--- src/rtl/spiq_pkg.sv ---
package spiq_pkg;
   // register map
   localparam logic [1:0] A_CTRL = 2'd0;
   localparam logic [1:0] A_STAT = 2'd1;
   localparam logic [1:0] A_TCNT = 2'd2;
   localparam logic [1:0] A_POP  = 2'd3;
   // control bits
   localparam int C_DIS   = 0;
   localparam int C_GO    = 1;
   localparam int C_CLRTX = 2;
   localparam int C_CLRRX = 3;
   // status bits
   localparam int S_EOQ    = 0;
   localparam int S_RUN    = 1;
   localparam int S_RXNE   = 2;
   localparam int S_TXFULL = 3;
   localparam int S_RXCNT  = 8;
   localparam int S_TXCNT  = 16;

   typedef struct packed {
      logic eoq;
      logic ctc;
   } cmd_t;
endpackage

--- src/rtl/spiq_fifo.sv ---
module spiq_fifo #(
   parameter int W     = 18,
   parameter int DEPTH = 4,
   localparam int PW   = (DEPTH > 1) ? $clog2(DEPTH) : 1,
   localparam int CW   = $clog2(DEPTH + 1)
) (
   input  logic          clk,
   input  logic          rst_n,
   input  logic          flush,
   input  logic          push,
   input  logic [W-1:0]  din,
   input  logic          pop,
   output logic [W-1:0]  dout,
   output logic [CW-1:0] cnt,
   output logic          full,
   output logic          empty
);
   localparam bit POW2 = (DEPTH == (1 << PW));

   if (DEPTH < 2) begin : g_bad_depth
      $error("spiq_fifo: DEPTH must be at least 2");
   end
   if (W < 1) begin : g_bad_width
      $error("spiq_fifo: W must be positive");
   end

   logic [W-1:0]  mem [DEPTH];
   logic [PW-1:0] wp, rp;
   logic [CW-1:0] cnt_q;
   logic          do_push, do_pop;

   assign full    = (cnt_q == CW'(DEPTH));
   assign empty   = (cnt_q == '0);
   assign cnt     = cnt_q;
   assign dout    = mem[rp];
   assign do_push = push && !full && !flush;
   assign do_pop  = pop && !empty && !flush;

   function automatic logic [PW-1:0] nxt(input logic [PW-1:0] p);
      logic [PW-1:0] r;
      if (POW2) r = p + 1'b1;
      else      r = (p == PW'(DEPTH - 1)) ? '0 : p + 1'b1;
      return r;
   endfunction

   always_ff @(posedge clk or negedge rst_n) begin
      if (!rst_n) begin
         wp    <= '0;
         rp    <= '0;
         cnt_q <= '0;
      end else if (flush) begin
         wp    <= '0;
         rp    <= '0;
         cnt_q <= '0;
      end else begin
         if (do_push) wp <= nxt(wp);
         if (do_pop)  rp <= nxt(rp);
         case ({do_push, do_pop})
            2'b10:   cnt_q <= cnt_q + 1'b1;
            2'b01:   cnt_q <= cnt_q - 1'b1;
            default: cnt_q <= cnt_q;
         endcase
      end
   end

   always_ff @(posedge clk) begin
      if (do_push) mem[wp] <= din;
   end

   AST_FLUSH_EMPTIES: assert property (@(posedge clk) disable iff (!rst_n)
      flush |=> empty);
   AST_FLUSH_BEATS_PUSH: assert property (@(posedge clk) disable iff (!rst_n)
      flush && push |=> cnt == '0);
   AST_NO_OVERFLOW: assert property (@(posedge clk) disable iff (!rst_n)
      full && push && !pop |=> full && cnt == CW'(DEPTH));
endmodule

--- src/rtl/spiq_seq.sv ---
module spiq_seq
   import spiq_pkg::*;
#(
   parameter int DW  = 16,
   parameter int TCW = 16
) (
   input  logic           clk,
   input  logic           rst_n,
   input  logic           go,
   input  logic           mod_dis,
   input  logic           tx_empty,
   input  logic           rx_full,
   input  logic [DW-1:0]  ent_data,
   input  cmd_t           ent_cmd,
   input  logic           xfer_ack,
   input  logic           cnt_wr,
   input  logic [TCW-1:0] cnt_wdata,
   input  logic           eoq_clr,
   output logic           tx_pop,
   output logic           rx_push,
   output logic           xfer_req,
   output logic [DW-1:0]  xfer_tx,
   output logic           eoq_flag,
   output logic           running,
   output logic [TCW-1:0] tcnt
);
   if (TCW < 2 || TCW > 32) begin : g_bad_tcw
      $error("spiq_seq: TCW must lie in 2..32");
   end

   logic           busy;
   logic [DW-1:0]  hold_data;
   cmd_t           hold_cmd;
   logic           eoq_q;
   logic [TCW-1:0] tcnt_q;
   logic           launch, done;

   assign running  = go && !eoq_q && !mod_dis;
   assign launch   = running && !busy && !tx_empty && !rx_full;
   assign done     = busy && xfer_ack;
   assign tx_pop   = launch;
   assign rx_push  = done;
   assign xfer_req = busy;
   assign xfer_tx  = hold_data;
   assign eoq_flag = eoq_q;
   assign tcnt     = tcnt_q;

   always_ff @(posedge clk or negedge rst_n) begin
      if (!rst_n) begin
         busy      <= 1'b0;
         hold_data <= '0;
         hold_cmd  <= '0;
         eoq_q     <= 1'b0;
         tcnt_q    <= '0;
      end else begin
         if (launch) begin
            busy      <= 1'b1;
            hold_data <= ent_data;
            hold_cmd  <= ent_cmd;
         end else if (done) begin
            busy <= 1'b0;
         end

         if (done && hold_cmd.eoq)      eoq_q <= 1'b1;
         else if (eoq_clr && !mod_dis)  eoq_q <= 1'b0;

         if (done)                      tcnt_q <= (hold_cmd.ctc ? '0 : tcnt_q) + TCW'(1);
         else if (cnt_wr && !mod_dis)   tcnt_q <= cnt_wdata;
      end
   end

   AST_REQ_HOLD: assert property (@(posedge clk) disable iff (!rst_n)
      xfer_req && !xfer_ack |=> xfer_req && $stable(xfer_tx));
   AST_EOQ_STOPS: assert property (@(posedge clk) disable iff (!rst_n)
      done && hold_cmd.eoq |=> eoq_flag && !running);
   AST_NO_LAUNCH_STOPPED: assert property (@(posedge clk) disable iff (!rst_n)
      !running && !xfer_req |=> !xfer_req);
   AST_COUNT_STEP: assert property (@(posedge clk) disable iff (!rst_n)
      done && !hold_cmd.ctc |=> tcnt == TCW'($past(tcnt) + TCW'(1)));
   AST_CTC_ONE: assert property (@(posedge clk) disable iff (!rst_n)
      done && hold_cmd.ctc |=> tcnt == TCW'(1));
   AST_DIS_FREEZE: assert property (@(posedge clk) disable iff (!rst_n)
      mod_dis && !done |=> $stable(tcnt));
   AST_DIS_FLAG_HELD: assert property (@(posedge clk) disable iff (!rst_n)
      mod_dis && eoq_flag |=> eoq_flag);
endmodule

--- src/rtl/spiq_ctrl.sv ---
module spiq_ctrl
   import spiq_pkg::*;
#(
   parameter int DW    = 16,
   parameter int DEPTH = 4,
   parameter int TCW   = 16
) (
   input  logic          clk,
   input  logic          rst_n,
   input  logic          reg_wr,
   input  logic          reg_rd,
   input  logic [1:0]    reg_addr,
   input  logic [31:0]   reg_wdata,
   output logic [31:0]   reg_rdata,
   input  logic          txq_push,
   input  logic [DW-1:0] txq_data,
   input  logic          txq_eoq,
   input  logic          txq_ctc,
   output logic          txq_full,
   output logic          xfer_req,
   output logic [DW-1:0] xfer_tx,
   input  logic          xfer_ack,
   input  logic [DW-1:0] xfer_rx,
   output logic          irq_eoq,
   output logic          rx_dreq
);
   localparam int EW = DW + $bits(cmd_t);
   localparam int CW = $clog2(DEPTH + 1);

   if (DW < 1 || DW > 32) begin : g_bad_dw
      $error("spiq_ctrl: DW must lie in 1..32");
   end
   if (CW > 8) begin : g_bad_depth
      $error("spiq_ctrl: DEPTH too large for the status count fields");
   end

   logic dis_q, go_q;
   logic wr_ctrl, wr_stat, wr_tcnt, rd_pop;
   logic flush_tx, flush_rx;

   logic [EW-1:0] tx_dout;
   logic [CW-1:0] tx_cnt, rx_cnt;
   logic          tx_full, tx_empty, tx_pop;
   logic [DW-1:0] rx_dout;
   logic          rx_full, rx_empty, rx_push;
   logic          eoq_flag, running;
   logic [TCW-1:0] tcnt;
   cmd_t          push_cmd, ent_cmd;
   logic          unused_wdata;

   assign unused_wdata = ^reg_wdata;

   assign wr_ctrl  = reg_wr && (reg_addr == A_CTRL);
   assign wr_stat  = reg_wr && (reg_addr == A_STAT);
   assign wr_tcnt  = reg_wr && (reg_addr == A_TCNT);
   assign rd_pop   = reg_rd && (reg_addr == A_POP);
   assign flush_tx = wr_ctrl && reg_wdata[C_CLRTX] && !dis_q;
   assign flush_rx = wr_ctrl && reg_wdata[C_CLRRX] && !dis_q;

   always_ff @(posedge clk or negedge rst_n) begin
      if (!rst_n) begin
         dis_q <= 1'b0;
         go_q  <= 1'b0;
      end else if (wr_ctrl) begin
         dis_q <= reg_wdata[C_DIS];
         go_q  <= reg_wdata[C_GO];
      end
   end

   assign push_cmd = '{eoq: txq_eoq, ctc: txq_ctc};

   spiq_fifo #(.W(EW), .DEPTH(DEPTH)) u_txf (
      .clk   (clk),
      .rst_n (rst_n),
      .flush (flush_tx),
      .push  (txq_push),
      .din   ({push_cmd, txq_data}),
      .pop   (tx_pop),
      .dout  (tx_dout),
      .cnt   (tx_cnt),
      .full  (tx_full),
      .empty (tx_empty)
   );

   spiq_fifo #(.W(DW), .DEPTH(DEPTH)) u_rxf (
      .clk   (clk),
      .rst_n (rst_n),
      .flush (flush_rx),
      .push  (rx_push),
      .din   (xfer_rx),
      .pop   (rd_pop),
      .dout  (rx_dout),
      .cnt   (rx_cnt),
      .full  (rx_full),
      .empty (rx_empty)
   );

   assign ent_cmd = cmd_t'(tx_dout[EW-1:DW]);

   spiq_seq #(.DW(DW), .TCW(TCW)) u_seq (
      .clk       (clk),
      .rst_n     (rst_n),
      .go        (go_q),
      .mod_dis   (dis_q),
      .tx_empty  (tx_empty),
      .rx_full   (rx_full),
      .ent_data  (tx_dout[DW-1:0]),
      .ent_cmd   (ent_cmd),
      .xfer_ack  (xfer_ack),
      .cnt_wr    (wr_tcnt),
      .cnt_wdata (reg_wdata[TCW-1:0]),
      .eoq_clr   (wr_stat && reg_wdata[S_EOQ]),
      .tx_pop    (tx_pop),
      .rx_push   (rx_push),
      .xfer_req  (xfer_req),
      .xfer_tx   (xfer_tx),
      .eoq_flag  (eoq_flag),
      .running   (running),
      .tcnt      (tcnt)
   );

   assign txq_full = tx_full;
   assign irq_eoq  = eoq_flag;
   assign rx_dreq  = !rx_empty;

   always_comb begin
      reg_rdata = '0;
      case (reg_addr)
         A_CTRL: begin
            reg_rdata[C_DIS] = dis_q;
            reg_rdata[C_GO]  = go_q;
         end
         A_STAT: begin
            reg_rdata[S_EOQ]           = eoq_flag;
            reg_rdata[S_RUN]           = running;
            reg_rdata[S_RXNE]          = !rx_empty;
            reg_rdata[S_TXFULL]        = tx_full;
            reg_rdata[S_RXCNT +: CW]   = rx_cnt;
            reg_rdata[S_TXCNT +: CW]   = tx_cnt;
         end
         A_TCNT:  reg_rdata[TCW-1:0] = tcnt;
         default: reg_rdata[DW-1:0]  = rx_dout;
      endcase
   end

   AST_DREQ_LEVEL: assert property (@(posedge clk) disable iff (!rst_n)
      rx_push && !flush_rx |=> rx_dreq);
   AST_DIS_NO_FLUSH: assert property (@(posedge clk) disable iff (!rst_n)
      dis_q && !txq_push && !tx_pop |=> $stable(tx_cnt));
endmodule

--- config.mk ---
export PLATFORM = sky130hd
export DESIGN_NAME = spiq_ctrl
export DESIGN_NICKNAME = d
export VERILOG_FILES = /design/src/rtl/spiq_pkg.sv /design/src/rtl/spiq_fifo.sv /design/src/rtl/spiq_seq.sv /design/src/rtl/spiq_ctrl.sv
export SDC_FILE = /design/constraint.sdc
export NUM_CORES = 1
export LEC_CHECK = 0
export CAP_MARGIN = 20
export CORE_MARGIN = 2
export CORE_UTILIZATION = 49
export CTS_BUF_LIST = sky130_fd_sc_hd__clkbuf_16
export CTS_CLUSTER_SIZE = 28
export DETAILED_ROUTE_END_ITERATION = 16
export GPL_TIMING_DRIVEN = 0
export PLACE_DENSITY_LB_ADDON = 0.1
export SLEW_MARGIN = 20
export SYNTH_ARGS = -nofsm -noshare
export SYNTH_HDL_FRONTEND = slang
export SYNTH_SLANG_ARGS = --single-unit
--- constraint.sdc ---
create_clock -name clk -period 2.5 [get_ports clk]
set_input_delay 0.25 -clock clk [delete_from_list [all_inputs] [get_ports clk]]
set_output_delay 0.25 -clock clk [all_outputs]
set_load 0.005 [all_outputs]
==> metrics.md, run 1 <==
| Metric | Value |
|---|---|
| Run status | `complete, no violations` |
| PortBufs | `96` |
| Area growth syn-to-layout | `25.2%` |
| Pre-antenna DRT Iters | `4` |
| EDFF count, synth | `around 140` |
| CTS Buf Count | `17` |
| Drt via density | `between 5 and 6` |
| R2R cell count | `8` |
| H-Tree Depth | `4` |
| Die W | `133 µm` |
| CP startpoint kind | `register` |
| Worst Skew | `~0.013 ns` |
| Final setup fails | `0` |
| First-pass GRT wire length | `around 27000 µm` |
| Vias in the first global route | `4806` |
| Sequential area share after synthesis | `0.663` |
| Worst skew pair latency | `0.44 ns` |
| Clock-pin slew on the worst setup and hold paths | `0.07 ns` |
| R2r setup slk | `0.14 ns` |
| Critical path arrival | `2.17 ns` |
| Relative slew slack | `0.308` |
| Unrepaired setup endpoints after global routing | `true` |
| Grt total ovfl | `0` |
| Antenna violations before repair | `0` |
| # rows | `47` |
| Post-route ant nets | `0` |
| Diodes inserted | `0` |
| PnR Total Power | `10.8 mW` |
| Area leader, netlist | `edfxtp_1` |
| Routability congestion estimate from global placement | `between 0.8 and 0.9` |
| Initial Utilization | `0.495` |
| Overall Global Routing Usage | `0.201` |
| Fmax | `413 MHz` |
| Final wirelength | `16800 µm` |
| CORE AREA | `16400 µm²` |
| Layout Nets | `slightly above 700` |
| Unique cell type count in the Yosys netlist | `between 40 and 50` |
| Predominant post-synthesis flop cell | `edfxtp_1` |
| YS warnings | `0` |
| Cells after Synth | `about 500` |
| FF-to-FF Start | `u_seq.xfer_req` |
| Fin crit period | `2.42 ns` |
| LEAKAGE | `roughly 3.7 nW` |
| # DRC | `0` |
| Synth area leaders | `edfxtp_1 50%, dfrtp_1 16%, mux4_2 10%` |
| Crit Path Class | `reg2out` |
| Slew Limit Fails | `0` |
| Full die area | `17600 µm²` |
| DRT iter0 DRCs | `382` |
| Least-Margin Pin Slew | `slightly above 1 ns` |
| DP Area | `~9400 µm²` |
| Pwr Density | `1060 nW/µm²` |
| Post-synthesis async set-or-reset flop share | `0.277` |
| Vias | `4638` |
| Crit. End Element | `output pin` |
| Cell Area, Synth | `around 8100 µm²` |
| Clock Sinks | `~190` |
| Wire per inst | `about 20 µm` |
| Most frequent cell after synthesis | `edfxtp_1` |
| Top post-synthesis cells by count | `136 x edfxtp_1, 52 x dfrtp_1, 36 x mux4_2` |
| CP Max Fanout | `5` |
| CTS tree | `yes` |
| WP data required | `2.25 ns` |
| Fin area | `10200 µm²` |
| Final hold violations | `0` |
| #FFs+latches synth | `188` |
| Clock buffer depth | `2` |
| Layout fillers | `approximately 1200` |
| Hold WC Path Type | `in2async` |
| Mean post-synth cell area | `16.3 µm²` |
| I/O pin count | `126` |
| Period utilization | `0.969` |
| Worst R2R End | `u_txf.cnt[1]` |
| Top cell type's share of synthesized area | `0.503` |
| Final HPWL DP | `11300 µm` |
| Max Cap Violations | `0` |
| Layout cells sized above 1 | `0.211` |
| VDD IR-drop max | `around 0.57 mV` |
| Die Ht | `roughly 130 µm` |
| Largest net degree at the start of global routing | `37` |
| Root Driver | `clkbuf_16` |
## critical path, stage by stage (launching register included)
cell	delay (ns)
dfrtp_1	0.37
buf_8	0.13
buf_12	0.12
buf_12	0.11
mux4_2	0.53
mux2i_1	0.15
nor2b_1	0.07
dlygate4sd2_1	0.26
## per-layer routing
| layer | part of all wire | vias up | wire length, µm | GRT usage |
|---|---|---|---|---|
| li1 | - | 2146 | - | - |
| met1 | 0.46 | 2372 | 7710 | 0.280 |
| met2 | 0.50 | 110 | 8360 | 0.324 |
| met3 | 0.037 | 10 | 631 | 0.0448 |
| met4 | 0.0084 | 0 | 141 | 0.0573 |
| met5 | 0 | - | 0 | 0 |
## metrics by stage
stage,std cells,worst slack [ns],hold slack (ns),util,TNS (ns)
after floorplan,510,0.152,-0.0456,-,0
after global placement,826,-0.712,0.489,0.573,-79.07
after detailed placement,827,-0.474,0.150,0.574,-46.37
after CTS,865,0.00907,0.242,0.619,0
after global routing,865,-0.00000644,0.248,0.619,-0.00000644
final,865,0.0787,0.243,0.619,0
## power by group
part | internal (mW) | switching, mW | total [mW]
combinational | 1.89 | 1.51 | 3.40
clock | 1.53 | 1.27 | 2.81
sequential | 4.07 | 0.526 | 4.60
total | 7.50 | 3.30 | 10.8
## kinds of logic (layout without fill, tap and decap cells)
family / after synthesis / count (layout) / share of synthesized area
muxes: 83 / 83 / 0.161
AOI/OAI and AO/OA: 44 / 44 / 0.0378
xor gates and xnor gates: 21 / 21 / 0.0227
adders and majority gates: 11 / 11 / 0.0188
DFF: 188 / 188 / 0.663
buffers and inverters: 45 / 180 / 0.0291
and+or+nand+nor: 105 / 105 / 0.0664
other: 1 / 13 / 0.000462
## placed cells by master (no fill, tap or decap), types with 8 or more instances in the layout
master	n
nand2_1	17
clkbuf_1	8
o22ai_1	11
edfxtp_1	136
nor2_1	26
clkbuf_16	17
mux2_2	21
ha_1	9
and3_1	8
xor2_1	10
inv_1	8
o21ai_0	8
and2_1	10
conb_1	13
mux4_2	36
mux2i_1	24
dfrtp_1	51
clkdlybuf4s50_1	79
nand3_1	12
buf_4	20
nor2b_1	14
xnor2_1	11
## flip-flops by register name, indices dropped and copies added (netlist names), 2 cells and up
register,cells
u_rxf.wp,2
u_seq.hold_cmd,2
u_seq.xfer_tx,16
u_rxf.mem,64
u_rxf.cnt,3
u_rxf.rp,2
u_txf.cnt,3
u_txf.mem,72
u_txf.rp,2
u_seq.tcnt,16
u_txf.wp,2
## worst max path at each step
stage / startpoint / end / slack [ns] / cells after the start
floorplan: u_seq.xfer_req / u_txf.cnt[1] / 0.15 / 8
global placement: rst_n / u_seq.tcnt[11] / -0.71 / 1
detailed placement: reg_addr[0] / u_txf.mem[2][15] / -0.47 / 7
CTS: u_rxf.rp[0] / reg_rdata[9] / 0.009 / 6
global route: u_rxf.rp[0] / reg_rdata[1] / -0.000006 / 6
finish: u_rxf.rp[0] / reg_rdata[7] / 0.08 / 7
## repair_timing
item | in CTS | in global routing
hold buffers | 1 | 0
setup endpoints to repair | 90 | 68
gates resized for setup | 40 | 17
setup buffers | 8 | 0
pin swaps | 2 | 2
endpoints found under the hold margin | 25 | 0
## cell type report
class,instances,area (µm²),area share
Multi-Input combinational cell,277,2560,0.252
Clock buffer,17,425,0.0419
Buffer,34,235,0.0231
Inverter,8,30.0,0.00296
Timing Repair Buffer,106,1050,0.104
Sequential cell,188,5390,0.530
Clock inverter,15,198,0.0195
Tap cell,220,275,0.0271
No activity file was read; power rests on OpenSTA's default activity.
==> run 2, diff against run 1 <==
--- a/config.mk
+++ b/config.mk
@@ -11,6 +11,7 @@
 export CTS_BUF_LIST = sky130_fd_sc_hd__clkbuf_16
 export CTS_CLUSTER_SIZE = 28
 export DETAILED_ROUTE_END_ITERATION = 16
+export GPL_ROUTABILITY_DRIVEN = 0
 export GPL_TIMING_DRIVEN = 0
 export PLACE_DENSITY_LB_ADDON = 0.1
 export SLEW_MARGIN = 20
==> results of run 2 <==
The final DEF is identical to that of run 1; final timing and power are the same.
==> run 3, diff against run 2 <==
--- a/config.mk
+++ b/config.mk
@@ -5,6 +5,7 @@
 export SDC_FILE = /design/constraint.sdc
 export NUM_CORES = 1
 export LEC_CHECK = 0
+export ABC_AREA = 1
 export CAP_MARGIN = 20
 export CORE_MARGIN = 2
 export CORE_UTILIZATION = 49
==> run 3 against run 2 <==
  * Sequential power is 4% lower
  * Maximum frequency rose by 1.0%
  * Critical path depth stayed put
  * Worst hold slack worse by 0.051 ns
  * Critical endpoint is now reg_rdata[0]
  * Cell count up 39%
  * Flip-flop and latch count is the same
==> metrics.md, run 3 <==
| Metric | Value |
|---|---|
| WP data required | `2.25 ns (about the same)` |
| P_int | `7.05 mW (was 7.50 mW)` |
| Diodes inserted | `0 (unchanged)` |
| Antenna violations before repair | `0 (unchanged)` |
| Area leader, netlist | `edfxtp_1 (unchanged)` |
| Max incr delay on CP | `0.50 ns (was 0.53 ns)` |
| # rows | `48 (was 47)` |
| Wire per inst | `16.7 µm (was 19.5 µm)` |
| Least-Margin Pin Slew | `0.650 ns (was 1.04 ns)` |
| Drt via density | `5.15 (was 5.36)` |
| CORE AREA | `17200 µm² (was 16400 µm²)` |
| EDFF count, synth | `136 (unchanged)` |
| Crit path to | `reg_rdata[0] (was reg_rdata[7])` |
| Critical Path Source | `u_rxf.rp[0] (unchanged)` |
| Period utilization | `0.959 (was 0.969)` |
| Relative slew slack | `0.567 (was 0.308)` |
| Final wirelength | `20100 µm (was 16800 µm)` |
| Clock buffer depth | `2 (unchanged)` |
| DRT iter0 DRCs | `492 (was 382)` |
| Unique cell type count in the Yosys netlist | `41 (was 43)` |
| Slew Limit Fails | `0 (unchanged)` |
| Crit Path Class | `reg2out (unchanged)` |
| Most frequent cell after synthesis | `edfxtp_1 (unchanged)` |
| Clock Sinks | `188 (unchanged)` |
| CTS Buf Count | `17 (unchanged)` |
| Commonest non-fill, non-tap cell in the layout | `edfxtp_1 (unchanged)` |
| Placed Cells incl. Taps | `1167 (was 827)` |
| First-pass GRT wire length | `31500 µm (was 26600 µm)` |
| Max Cap Violations | `0 (unchanged)` |
| Cell Area, Synth | `8520 µm² (was 8120 µm²)` |
| Top cell type's share of synthesized area | `0.479 (was 0.503)` |
| Pwr Density | `1050 nW/µm² (was 1060 nW/µm²)` |
| Most frequent cells in the layout | `136 x edfxtp_1, 120 x nor2_1, 113 x nand2_1 (was 136 x edfxtp_1, 79 x clkdlybuf4s50_1, 51 x dfrtp_1)` |
| CP startpoint kind | `register (unchanged)` |
| Layout cells sized above 1 | `0.125 (was 0.211)` |
| Worst skew pair latency | `0.43 ns (was 0.44 ns)` |
| Sequential area share after synthesis | `0.632 (was 0.663)` |
| Clock group share of total power | `0.241 (was 0.260)` |
| Fmax | `417 MHz (was 413 MHz)` |
| Most frequent cell on the critical path | `nand2_1 (was buf_12)` |
| Final setup fails | `0 (unchanged)` |
| Hold WC Path Type | `in2async (unchanged)` |
| I/O pin count | `126 (unchanged)` |
| Top post-synthesis cells by count | `136 x edfxtp_1, 128 x nor2_1, 113 x nand2_1 (was 136 x edfxtp_1, 52 x dfrtp_1, 36 x mux4_2)` |
| Worst Skew | `0.0112 ns (was 0.0129 ns)` |
| #FFs+latches synth | `188 (unchanged)` |
| LEAKAGE | `4.22 nW (was 3.73 nW)` |
| Clock-pin slew on the worst setup and hold paths | `0.08 ns (was 0.07 ns)` |
| Predominant post-synthesis flop cell | `edfxtp_1 (unchanged)` |
| Full die area | `18500 µm² (was 17600 µm²)` |
| VDD IR-drop max | `0.622 mV (was 0.575 mV)` |
| Vias in the first global route | `5843 (was 4806)` |
| Grt total ovfl | `0 (unchanged)` |
| Die W | `136 µm (was 133 µm)` |
| Unrepaired setup endpoints after global routing | `false (was true)` |
| Run status | `complete, no violations (unchanged)` |
| Crit. End Element | `output pin (unchanged)` |
| Fin crit period | `2.40 ns (was 2.42 ns)` |
| Combinational fraction of design power | `0.360 (was 0.315)` |
| Setup bufs post-CTS | `0 (was 8)` |
| Fin cells | `1200 (was 865)` |
| Final hold violations | `0 (unchanged)` |
| Worst path bufs/invs | `3 (was 4)` |
| R2r setup slk | `0.23 ns (was 0.14 ns)` |
| Family with the most delay on the worst path | `buffers and inverters (was multiplexers)` |
| Area growth syn-to-layout | `24.3% (was 25.2%)` |
| Synth area leaders | `edfxtp_1 48%, dfrtp_1 15%, nor2_1 5.6% (was edfxtp_1 50%, dfrtp_1 16%, mux4_2 10%)` |
| Largest Register | `u_txf.mem (unchanged)` |
| # DRC | `0 (unchanged)` |
| Max reg flops | `72 (unchanged)` |
| Post-route ant nets | `0 (unchanged)` |
| Biggest regs | `u_txf.mem x72, u_rxf.mem x64 (unchanged)` |
| Net switching power | `4.03 mW (was 3.30 mW)` |
| Die Ht | `136 µm (was 133 µm)` |
| Worst R2R End | `u_rxf.cnt[2] (was u_txf.cnt[1])` |
| Cells after Synth | `825 (was 498)` |
| CTS tree | `yes (unchanged)` |
| Post-synthesis async set-or-reset flop share | `0.277 (unchanged)` |
| Switching Fraction | `0.364 (was 0.306)` |
| CP Cell Sequence | `buf_6, buf_4, nor2_1, o22ai_1, nand2_1, nand2_1, clkdlybuf4s50_1 (was buf_8, buf_12, buf_12, mux4_2, mux2i_1, nor2b_1, dlygate4sd2_1)` |
| Vias | `6181 (was 4638)` |
| Seq pwr share | `0.399 (was 0.426)` |
| Mean post-synth cell area | `10.3 µm² (was 16.3 µm²)` |
| Slowest cell on crit path | `clkdlybuf4s50_1 (was mux4_2)` |
| CP Max Fanout | `10 (was 5)` |
| FF-to-FF Start | `u_rxf.cnt[1] (was u_seq.xfer_req)` |
| R2R cell count | `11 (was 8)` |
| Final HPWL DP | `13900 µm (was 11300 µm)` |
| Largest net degree at the start of global routing | `46 (was 37)` |
| YS warnings | `0 (unchanged)` |
| PnR Total Power | `11.1 mW (was 10.8 mW)` |
| PortBufs | `96 (unchanged)` |
| WP depth | `7 (unchanged)` |
| Pre-antenna DRT Iters | `5 (was 4)` |
| Root Driver | `clkbuf_16 (unchanged)` |
| Critical path arrival | `2.15 ns (was 2.17 ns)` |
| H-Tree Depth | `4 (unchanged)` |
| Initial Utilization | `0.496 (was 0.495)` |
| Layout Nets | `1047 (was 717)` |
| Overall Global Routing Usage | `0.227 (was 0.201)` |
-- run 3: cell count changes after synthesis, sizes merged, moves of 36 or more --
cell | before | now
o21ai | 11 | 84
inv | 8 | 80
mux4 | 36 | 0
nand3 | 12 | 77
nor2 | 26 | 136
nand2 | 18 | 121
-- run 3: cells by family (layout without fill, tap and decap cells) --
logic type | count (synthesis) | after routing | synth area share
and+or+nand+nor | 343 | 343 | 0.177
buffers and inverters | 130 | 268 | 0.0695
other | 1 | 13 | 0.000440
adders and majority gates | 11 | 11 | 0.0179
DFF | 188 | 188 | 0.632
xor gates and xnor gates | 7 | 7 | 0.00720
AOI/OAI and AO/OA | 145 | 145 | 0.0956
-- run 3: stage by stage --
stage               hold WS (ns)   util  instance area (µm²)  worst slack (ns)  setup TNS (ns)
detailed placement        0.0902  0.580                 9960            -0.174          -0.174
global route               0.194  0.617                10600           0.00206               0
finish                     0.191  0.617                10600             0.103               0
CTS                        0.175  0.615                10600           0.00226               0
floorplan                -0.0456      -                 8560             0.542               0
global placement           0.461  0.571                 9810            -0.669         -109.58
-- run 3: worst register-to-register path, cell delays in order (launching register included) --
cell and delay (ns):
dfrtp_1 0.42, nor3_1 0.54, nor2_4 0.09, nand2_2 0.14
inv_1 0.07, fa_1 0.38, xnor2_1 0.22, inv_1 0.06
nand2_1 0.06, nand2_1 0.05, nand3_1 0.07, nand2_1 0.06
-- run 3: power by group through the flow --
stage          clock network [mW]  registers, mW  logic [mW]
3_3_place_gp                    0           4.48        3.82
6_report                     2.67           4.43        3.99
5_1_grt                      2.82           4.50        4.48
2_1_floorplan                   0           4.39        2.38
3_5_place_dp                    0           4.47        3.96
4_1_cts                      2.70           4.42        4.01
-- run 3: how the worst min path moves through the flow --
stage / slack (ns) / depth (start not counted) / startpoint / to
4_1_cts: 0.18 / 2 / rst_n / u_seq.tcnt[4]
3_5_place_dp: 0.09 / 1 / rst_n / u_seq.tcnt[4]
5_1_grt: 0.19 / 2 / rst_n / u_seq.tcnt[6]
2_1_floorplan: -0.05 / 0 / rst_n / dis_q
3_3_place_gp: 0.46 / 2 / u_seq.tcnt[15] / u_seq.tcnt[15]
6_report: 0.19 / 2 / rst_n / u_seq.tcnt[4]
-- run 3: area by class of cell --
type	count	area (µm²)
Multi-Input combinational cell	519	2610
Sequential cell	188	5390
Buffer	46	309
Clock buffer	17	425
Fill cell	1428	6590
Timing Repair Buffer	106	1110
Clock inverter	15	154
Tap cell	225	282
Inverter	84	323
-- run 3: timing repair --
action                     in CTS  in global routing
hold buffers                    1                  0
resized for setup              15                 16
pin swaps                       2                  1
setup endpoints to repair      16                 12
hold endpoints to repair       52                  0
-- run 3: metal layers --
layer	GRT usage	up-vias	routed length, µm
met1	0.337	2924	9610
met5	0	-	0
met4	0.0567	0	182
met3	0.0369	13	1040
met2	0.351	183	9220
li1	-	3061	-
